$ cat config.mk
export PLATFORM = sky130hd
export DESIGN_NAME = usbd_irq_agg
export DESIGN_NICKNAME = d
export VERILOG_FILES = /design/src/rtl/usbd_irq_pkg.sv /design/src/rtl/irq_sticky_bank.sv /design/src/rtl/dma_summary_flag.sv /design/src/rtl/irq_level_reg.sv /design/src/rtl/usbd_irq_agg.sv
export SDC_FILE = /design/constraint.sdc
export NUM_CORES = 1
export LEC_CHECK = 0
export BUFFER_PORTS_ARGS = -buffer_cell sky130_fd_sc_hd__buf_2
export CAP_MARGIN = 20
export CORE_MARGIN = 2
export CORE_UTILIZATION = 30
export DETAILED_ROUTE_END_ITERATION = 8
export PLACE_DENSITY = 0.62
export SLEW_MARGIN = 20
export SYNTH_ARGS = -nofsm -noshare
export SYNTH_HDL_FRONTEND = slang
export SYNTH_SLANG_ARGS = --single-unit
$ cat constraint.sdc
create_clock -name clk -period 2.4 [get_ports clk]
set_input_delay 0 -clock clk [delete_from_list [all_inputs] [get_ports clk]]
set_output_delay 0 -clock clk [all_outputs]
set_load 0.02 [all_outputs]
$ cat src/rtl/usbd_irq_pkg.sv
// Package: bit positions of the status word and the mask of bits that
// hold state. Assumes at most MAX_EP endpoints packed from EP_BASE up.
package usbd_irq_pkg;

    localparam int STAT_W      = 32;
    localparam int BIT_BUSRST  = 0;
    localparam int BIT_RESUME  = 1;
    localparam int BIT_SUSPEND = 2;
    localparam int BIT_PSOF    = 3;
    localparam int BIT_SOF     = 4;
    localparam int BIT_DMA     = 6;
    localparam int BIT_SETUP   = 8;
    localparam int EP_BASE     = 10;
    localparam int MAX_EP      = 8;

    // Status bits held by the generic sticky bank (all except the DMA summary).
    function automatic logic [STAT_W-1:0] bank_mask(input int num_ep);
        logic [STAT_W-1:0] m;
        m = '0;
        m[BIT_BUSRST]  = 1'b1;
        m[BIT_RESUME]  = 1'b1;
        m[BIT_SUSPEND] = 1'b1;
        m[BIT_PSOF]    = 1'b1;
        m[BIT_SOF]     = 1'b1;
        m[BIT_SETUP]   = 1'b1;
        for (int n = 0; n < num_ep; n++) begin
            m[EP_BASE + 2*n]     = 1'b1;
            m[EP_BASE + 2*n + 1] = 1'b1;
        end
        return m;
    endfunction

endpackage

$ cat src/rtl/irq_sticky_bank.sv
// Sticky write-1-to-clear bit bank. Only bits marked in IMPL get a flop;
// the other bits are tied to 0. Per-bit priority: flush, then set, then
// clear, then hold. Also exposes the next-state vector.
module irq_sticky_bank #(
    parameter int           W    = 32,
    parameter logic [W-1:0] IMPL = '1
) (
    input  logic         clk,
    input  logic         rst_n,
    input  logic         flush,
    input  logic [W-1:0] flush_val,
    input  logic [W-1:0] set_vec,
    input  logic [W-1:0] clr_vec,
    output logic [W-1:0] q,
    output logic [W-1:0] q_next
);

    for (genvar i = 0; i < W; i++) begin : g_bit
        if (IMPL[i]) begin : g_live
            logic cur;
            logic nxt;

            // Next-state selection with set winning over clear.
            always_comb begin
                if (flush)           nxt = flush_val[i];
                else if (set_vec[i]) nxt = 1'b1;
                else if (clr_vec[i]) nxt = 1'b0;
                else                 nxt = cur;
            end

            // State flop with synchronous reset.
            always_ff @(posedge clk) begin
                if (!rst_n) cur <= 1'b0;
                else        cur <= nxt;
            end

            assign q[i]      = cur;
            assign q_next[i] = nxt;

            // a set event always leaves the bit high.
            a_r6_set_beats_clear: assert property (@(posedge clk) disable iff (!rst_n)
                (set_vec[i] && !flush) |=> q[i]);
            // a clearing write without a set drops the bit.
            a_r5_w1c_clears: assert property (@(posedge clk) disable iff (!rst_n)
                (clr_vec[i] && !set_vec[i] && !flush) |=> !q[i]);
        end else begin : g_tied
            logic unused_bits;
            assign unused_bits = ^{flush_val[i], set_vec[i], clr_vec[i]};
            assign q[i]        = 1'b0;
            assign q_next[i]   = 1'b0;
        end
    end

endmodule

$ cat src/rtl/dma_summary_flag.sv
// DMA summary flag. Set by any DMA cause pulse. A clear request works only
// when the cause word is already empty. A flush forces the flag to 0.
module dma_summary_flag (
    input  logic clk,
    input  logic rst_n,
    input  logic flush,
    input  logic set_evt,
    input  logic clr_req,
    input  logic reason_empty,
    output logic flag,
    output logic flag_next
);

    // Next state: flush, then set, then a gated clear.
    always_comb begin
        if (flush)                        flag_next = 1'b0;
        else if (set_evt)                 flag_next = 1'b1;
        else if (clr_req && reason_empty) flag_next = 1'b0;
        else                              flag_next = flag;
    end

    // Flag register.
    always_ff @(posedge clk) begin
        if (!rst_n) flag <= 1'b0;
        else        flag <= flag_next;
    end

    // the flag cannot drop while a cause is still recorded.
    a_r9_hold_while_cause: assert property (@(posedge clk) disable iff (!rst_n)
        (!reason_empty && !flush) |=> flag);
    // a clear on an empty cause word, with no new cause, drops the flag.
    a_r9_clear_when_empty: assert property (@(posedge clk) disable iff (!rst_n)
        (clr_req && reason_empty && !set_evt && !flush) |=> !flag);

endmodule

$ cat src/rtl/irq_level_reg.sv
// Registered interrupt level. It is the OR of the next status word, so
// the line rises and falls on the same edge as the status flops.
module irq_level_reg #(
    parameter int W = 32
) (
    input  logic         clk,
    input  logic         rst_n,
    input  logic [W-1:0] status_next,
    output logic         irq
);

    // Flop the reduction so that the output is glitch-free.
    always_ff @(posedge clk) begin
        if (!rst_n) irq <= 1'b0;
        else        irq <= |status_next;
    end

endmodule

$ cat src/rtl/usbd_irq_agg.sv
// Top of the USB device interrupt aggregator. It maps event pulses onto
// the status word, decodes the two-word write-1-to-clear register port and
// drives the level interrupt. Assumes NUM_EP <= MAX_EP and
// DMA_SRC_W <= 32. Event inputs are synchronous one-cycle pulses.
module usbd_irq_agg
    import usbd_irq_pkg::*;
#(
    parameter int NUM_EP    = 8,
    parameter int DMA_SRC_W = 8
) (
    input  logic                 clk,
    input  logic                 rst_n,
    input  logic [NUM_EP-1:0]    ep_rx_evt,
    input  logic [NUM_EP-1:0]    ep_tx_evt,
    input  logic                 setup_evt,
    input  logic                 bus_reset_evt,
    input  logic                 resume_evt,
    input  logic                 suspend_evt,
    input  logic                 psof_evt,
    input  logic                 sof_evt,
    input  logic [DMA_SRC_W-1:0] dma_evt,
    input  logic                 reg_addr,
    input  logic                 reg_wr,
    input  logic [STAT_W-1:0]    reg_wdata,
    output logic [STAT_W-1:0]    reg_rdata,
    output logic                 irq
);

    localparam logic [STAT_W-1:0] BANK_IMPL = bank_mask(NUM_EP);
    localparam logic [STAT_W-1:0] FLUSH_VAL = STAT_W'(1) << BIT_BUSRST;

    logic [STAT_W-1:0]    stat_set;
    logic [STAT_W-1:0]    stat_clr;
    logic [STAT_W-1:0]    bank_q;
    logic [STAT_W-1:0]    bank_next;
    logic [DMA_SRC_W-1:0] cause_clr;
    logic [DMA_SRC_W-1:0] cause_q;
    logic [DMA_SRC_W-1:0] cause_next;
    logic                 dma_flag;
    logic                 dma_flag_next;
    logic [STAT_W-1:0]    status_q;
    logic [STAT_W-1:0]    status_next;

    // Map the event pulses onto their status positions.
    always_comb begin
        stat_set              = '0;
        stat_set[BIT_BUSRST]  = bus_reset_evt;
        stat_set[BIT_RESUME]  = resume_evt;
        stat_set[BIT_SUSPEND] = suspend_evt;
        stat_set[BIT_PSOF]    = psof_evt;
        stat_set[BIT_SOF]     = sof_evt;
        stat_set[BIT_SETUP]   = setup_evt;
        for (int n = 0; n < NUM_EP; n++) begin
            stat_set[EP_BASE + 2*n]     = ep_rx_evt[n];
            stat_set[EP_BASE + 2*n + 1] = ep_tx_evt[n];
        end
    end

    // Decode the clearing writes for both words.
    always_comb begin
        stat_clr  = (reg_wr && !reg_addr) ? reg_wdata : '0;
        cause_clr = (reg_wr &&  reg_addr) ? reg_wdata[DMA_SRC_W-1:0] : '0;
    end

    irq_sticky_bank #(
        .W    (STAT_W),
        .IMPL (BANK_IMPL)
    ) u_stat_bank (
        .clk       (clk),
        .rst_n     (rst_n),
        .flush     (bus_reset_evt),
        .flush_val (FLUSH_VAL),
        .set_vec   (stat_set),
        .clr_vec   (stat_clr),
        .q         (bank_q),
        .q_next    (bank_next)
    );

    irq_sticky_bank #(
        .W    (DMA_SRC_W),
        .IMPL ({DMA_SRC_W{1'b1}})
    ) u_cause_bank (
        .clk       (clk),
        .rst_n     (rst_n),
        .flush     (bus_reset_evt),
        .flush_val ('0),
        .set_vec   (dma_evt),
        .clr_vec   (cause_clr),
        .q         (cause_q),
        .q_next    (cause_next)
    );

    dma_summary_flag u_dma_flag (
        .clk          (clk),
        .rst_n        (rst_n),
        .flush        (bus_reset_evt),
        .set_evt      (|dma_evt),
        .clr_req      (stat_clr[BIT_DMA]),
        .reason_empty (cause_q == '0),
        .flag         (dma_flag),
        .flag_next    (dma_flag_next)
    );

    // Merge the bank and the summary flag into the visible status word.
    always_comb begin
        status_q             = bank_q;
        status_q[BIT_DMA]    = dma_flag;
        status_next          = bank_next;
        status_next[BIT_DMA] = dma_flag_next;
    end

    irq_level_reg #(
        .W (STAT_W)
    ) u_irq (
        .clk         (clk),
        .rst_n       (rst_n),
        .status_next (status_next),
        .irq         (irq)
    );

    // Read multiplexer for the two words.
    always_comb begin
        if (reg_addr) reg_rdata = STAT_W'(cause_q);
        else          reg_rdata = status_q;
    end

    logic unused_cause_next;
    assign unused_cause_next = ^cause_next;

    // the interrupt level follows whether any status bit is set.
    a_r1_irq_level: assert property (@(posedge clk) disable iff (!rst_n)
        irq == (status_q != '0));
    // a bus reset leaves only its own bit and an empty cause word.
    a_r10_bus_reset_flush: assert property (@(posedge clk) disable iff (!rst_n)
        bus_reset_evt |=> (status_q == FLUSH_VAL) && (cause_q == '0));

endmodule

==> results of run 1 <==
-- area by class of cell --
| type | count | share of cell area |
|---|---|---|
| Multi-Input combinational cell | 146 | 0.405 |
| Sequential cell | 32 | 0.265 |
| Timing Repair Buffer | 105 | 0.261 |
| Tap cell | 72 | 0.0372 |
| Clock buffer | 6 | 0.0300 |
| Clock inverter | 1 | 0.00207 |
-- how the worst max path moves through the flow --
stage | depth (start not counted) | endpoint | slack [ps]
2_1_floorplan | 4 | u_irq.irq | 690
3_3_place_gp | 4 | u_irq.irq | 610
3_5_place_dp | 4 | u_irq.irq | 620
4_1_cts | 4 | u_irq.irq | 590
5_1_grt | 4 | u_irq.irq | 540
6_report | 4 | u_irq.irq | 580
-- placed cells by master (no fill, tap or decap) --
master,instances
a21oi_1,20
nand3_1,1
clkbuf_8,5
a31oi_1,1
and2_1,3
clkbuf_1,1
nor2b_1,18
nor2_1,19
nand2_1,8
nor4_1,2
mux2_2,6
o31ai_4,1
conb_1,7
dlygate4sd3_1,21
or2_2,10
nand3b_1,12
nand2b_2,1
a221oi_1,10
nand4bb_1,11
or3_1,1
buf_2,84
o41a_1,1
dfxtp_1,32
or4_4,1
nand4_1,3
and3b_1,10
clkinv_2,1
-- cells by family after synthesis --
logic type,after synthesis,synth area share
compound gates,33,0.133
buf+inv,18,0.0597
flops,32,0.378
mux,6,0.0398
other cells,1,0.00221
simple gates,100,0.387
-- flip-flops by register name, indices dropped and copies added, names as in the netlist --
register,cells
u_stat_bank.g_bit.g_live.cur,22
u_cause_bank.g_bit.g_live.cur,8
u_dma_flag.flag,1
u_irq.irq,1
-- per-stage QoR --
stage	utilization	worst slack, ps	total power, µW
after floorplan	-	692	732
after detailed placement	0.389	616	813
final	0.442	581	1210
after global placement	0.389	613	811
after global routing	0.442	540	1280
after CTS	0.441	587	1230
-- critical path, delay by kind of cell, from the launching register on --
kind | cells | cell delay (ps)
AO/OA/AOI/OAI | 2 | 700
flip-flops | 1 | 330
AND/OR/NAND/NOR | 2 | 660
-- per-layer routing --
metal,GRT usage,wire length [µm],vias up
met5,0,0,-
met3,0.0443,272,6
met4,0.0431,47,0
met2,0.225,2150,63
met1,0.197,2130,784
li1,-,-,870
-- power breakdown --
group / internal, µW / total (µW) / switching (µW)
Sequential: 558 / 573 / 15.3
Combinational: 129 / 254 / 125
Clock: 197 / 385 / 188
Total: 883 / 1210 / 329
-- timing repair --
action,in CTS,in global routing
endpoints found under the setup margin,0,0
endpoints found under the hold margin,21,0
hold buffers,21,0
==> impl_metrics.tcl, run 1 <==
set metrics [dict create \
    status "completed" \
    cts_tree "done" \
    placed_cells 334 \
    grt_max_degree 50 \
    grt_pass1_vias 1529 \
    diodes 0 \
    synth-main-ff-cell "dfxtp_1" \
    ant_nets 0 \
    r2r_slack_ps 580 \
    drive_gt1_frac 0.376 \
    die_h_um 79.2 \
    worst_setup_path_end_kind "flip-flop" \
    first_pass_iters 4 \
    drt_iter0_drc 37 \
    final-seq-area_um2 641 \
    multiInputGateArea_um2 980 \
    synth_top_area_frac 0.378 \
    p_per_area_nw_per_um2 501 \
    cts_sinks 32 \
    finalCritPeriodShare 0.758 \
    placementRows 27 \
    grt-ovfl-total 0 \
    ys_seq_area_frac 0.378 \
    yosys.cell_count.top_type "dfxtp_1" \
    wl_per_cell_um 12.7 \
    die-area_um2 6270 \
    grt_usage 0.146 \
    drv_cap 0 \
    fin_nets 356 \
    synth_top_area_cell "dfxtp_1" \
    vias 1723 \
    finClkSkew_ps 6.43 \
    clk-insertion-delay-late_ps 280 \
    synth.distinct_cells 24 \
    placed_cell_area_um2 2130 \
    rsz0062_at_grt "no" \
    cts_buffer_depth 2 \
    synthCells 190 \
    arrival_ps 1980 \
    relSlewSlack 0.509 \
    root_buffer "clkbuf_8" \
    tightestPinTransition_ps 736 \
    cts_buffers 5 \
    synth_commonest_cells "32 x dfxtp_1, 20 x a21oi_1, 19 x nor2_1, 18 x nor2b_1, 12 x nand3b_1" \
    hold_violations 0 \
    pin_count 99 \
    regToRegEndpoint "u_irq.irq" \
    area_delta_synth_final_pct 42.6 \
    slowest_stage "or4_4" \
    path_cells "or4_4 > o31ai_4 > nand3_1 > o41a_1" \
    start_kind "flip-flop" \
    ir_worst_vdd_uv 226 \
    min_path_type "in -> reg" \
    synth_warnings 0 \
    r2r_cells 4 \
    antenna_found_initial 0 \
    post_cts_buffers 0 \
    cpPeakStageDelay_ps 540 \
    r2r-start "u_cause_bank.g_bit[1].g_live.cur" \
    syn_area_um2 1700 \
    stdcell_count 362 \
    synth_area_leaders "dfxtp_1 38%, nand4bb_1 7.3%, nor2b_1 6.6%" \
    clk_pin_slew_worst_paths_ps 70 \
    post-route-min-period_ps 1820 \
    ctsHtreeMaxLevel 2 \
    leakage_uw 0.00112 \
    io_buffers 84 \
    coreArea_um2 5470 \
    slew_viol_final 0 \
    cts_resized 0 \
    syn_avg_cell_area_um2 8.93 \
    critPathMaxFanout 3 \
    critPathKind "reg -> reg" \
    nFillCells 591 \
    cp.required_ps 2560 \
    grt_pass1_wl_um 7040 \
    drcViolationCount 0 \
    synth-async-reset-ratio 0 \
    finalWirelength_um 4600 \
    min-delay-start "reg_wdata[5]" \
    ys_ff_latch 32 \
    setup_violations 0 \
    tns_ps 0 \
    cp-startpoint "u_cause_bank.g_bit[1].g_live.cur" \
    design_area_um2 2420 \
    holdPathEnd "u_cause_bank.g_bit[5].g_live.cur" \
    dp.final_hpwl_um 3270 \
    start_util 0.310 \
    whs_ps 22.8 \
    via_per_inst 4.76 \
    gp_congestion 0.697 \
    synth-edff-count 0 \
    fmax_mhz 550 \
    die_x_um 79.2 \
    hold_path_depth 4 \
]
Power figures use the tool's default switching activity.
==> run 2, diff against run 1 <==
Clock period 2.4 ns to 1.85 ns, I/O delays scaled along.
==> impl_metrics.tcl, run 2 (synthesis gave the netlist of run 1 again) <==
set metrics [dict create \
    status "completed" \
    hold_violations 0 \
    fin_nets 359 \
    drv_cap 0 \
    cpPeakStageDelay_ps 540 \
    ir_worst_vdd_uv 263 \
    switching_share 0.263 \
    grt-ovfl-total 0 \
    p_per_area_nw_per_um2 675 \
    finalWirelength_um 4680 \
    coreArea_um2 5470 \
    reg.largest.list "u_stat_bank.g_bit.g_live.cur x22, u_cause_bank.g_bit.g_live.cur x8" \
    cts_buffers 5 \
    grt_max_degree 45 \
    arrival_ps 1950 \
    final_common_cell "buf_2" \
    internal_power_uw 1230 \
    clk-insertion-delay-late_ps 290 \
    start_util 0.310 \
    cts_tree "done" \
    p_switching_uw 439 \
    die_x_um 79.2 \
    drive_gt1_frac 0.382 \
    via_per_inst 4.68 \
    drt_iter0_drc 31 \
    critPathMaxFanout 3 \
    die-area_um2 6270 \
    worst_setup_path_end_kind "flip-flop" \
    placementRows 27 \
    area_delta_synth_final_pct 45.6 \
    relSlewSlack 0.581 \
    cts_buffer_depth 2 \
    dp.final_hpwl_um 3400 \
    largest_reg_flops 22 \
    clk_pin_slew_worst_paths_ps 60 \
    rsz0062_at_grt "no" \
    fmax_mhz 561 \
    first_pass_iters 4 \
    die_h_um 79.2 \
    grt_pass1_vias 1578 \
    ant_nets 0 \
    post_cts_buffers 0 \
    fin_util 0.451 \
    path_cells "or4_4 > o31ai_4 > nand3_1 > o41a_1" \
    grt_usage 0.154 \
    p_comb_frac 0.202 \
    largest-register "u_stat_bank.g_bit.g_live.cur" \
    ctsHtreeMaxLevel 2 \
    final_cell_mix "84 x buf_2, 32 x dfxtp_1, 21 x dlygate4sd3_1, 20 x a21oi_1, 19 x nor2_1" \
    vias 1710 \
    critPathKind "reg -> reg" \
    cp.required_ps 2020 \
    start_kind "flip-flop" \
    placed_cells 337 \
    tightestPinTransition_ps 628 \
    drcViolationCount 0 \
    io_buffers 84 \
    diodes 0 \
    slew_viol_final 0 \
    p_clk_frac 0.352 \
    wl_per_cell_um 12.8 \
    seq_power_share 0.446 \
    setup_violations 0 \
    gp_congestion 0.713 \
    pin_count 99 \
    slowest_stage "or4_4" \
    cts_sinks 32 \
    stdcell_count 365 \
    post-route-min-period_ps 1780 \
    grt_pass1_wl_um 7420 \
    root_buffer "clkbuf_8" \
    min_path_type "in -> reg" \
    finClkSkew_ps 5.44 \
    antenna_found_initial 0 \
    tns_ps 0 \
    finalCritPeriodShare 0.963 \
    leakage_uw 0.00115 \
]
-- run 2: layout make-up --
| class | instances | area [µm²] |
|---|---|---|
| fill | 564 | 3000 |
| multi-input combinational | 146 | 977 |
| clock buffer | 7 | 96.3 |
| timing repair buffer | 108 | 666 |
| sequential | 32 | 641 |
| tap | 72 | 90.1 |
-- run 2: stage by stage --
stage	total power, µW	hold slack (ps)	setup slack [ps]	area (µm²)
after detailed placement	1060	231	85.2	2160
after global routing	1770	4.95	4.47	2470
after floorplan	949	117	142	1720
final	1670	12.7	68.7	2470
after global placement	1060	225	89.5	2160
after CTS	1690	3.86	56.7	2470
-- run 2: worst paths after layout --
kind | start | endpoint | slack [ps] | cells after the start
worst max register to register | u_cause_bank.g_bit[1].g_live.cur | u_irq.irq | 70 | 4
worst min-delay path | reg_wdata[7] | u_cause_bank.g_bit[7].g_live.cur | 10 | 4
worst max-delay path | u_cause_bank.g_bit[1].g_live.cur | u_irq.irq | 70 | 4
worst min register to register | u_stat_bank.g_bit[15].g_live.cur | u_stat_bank.g_bit[15].g_live.cur | 500 | 2
-- run 2: power groups by stage --
stage / Clock (µW) / Sequential [µW] / Combinational (µW)
2_1_floorplan: 0 / 754 / 195
4_1_cts: 609 / 743 / 339
3_3_place_gp: 0 / 758 / 302
5_1_grt: 649 / 748 / 371
3_5_place_dp: 0 / 759 / 304
6_report: 586 / 744 / 337
-- run 2: metal layers --
metal	global-route usage	wire length (µm)
met5	0	0
met4	0.0466	55
met3	0.0489	269
met2	0.243	2180
met1	0.201	2170
-- run 2: worst max-delay path: cells and delay by family, from the launching register on --
kind	cells	cell delay, ps
AO/OA/AOI/OAI	2	700
AND/OR/NAND/NOR	2	650
flip-flops	1	320
-- run 2: timing repair --
action,in CTS,in global routing
hold buffers,21,0
hold endpoints to repair,21,0
gates resized for setup,0,0
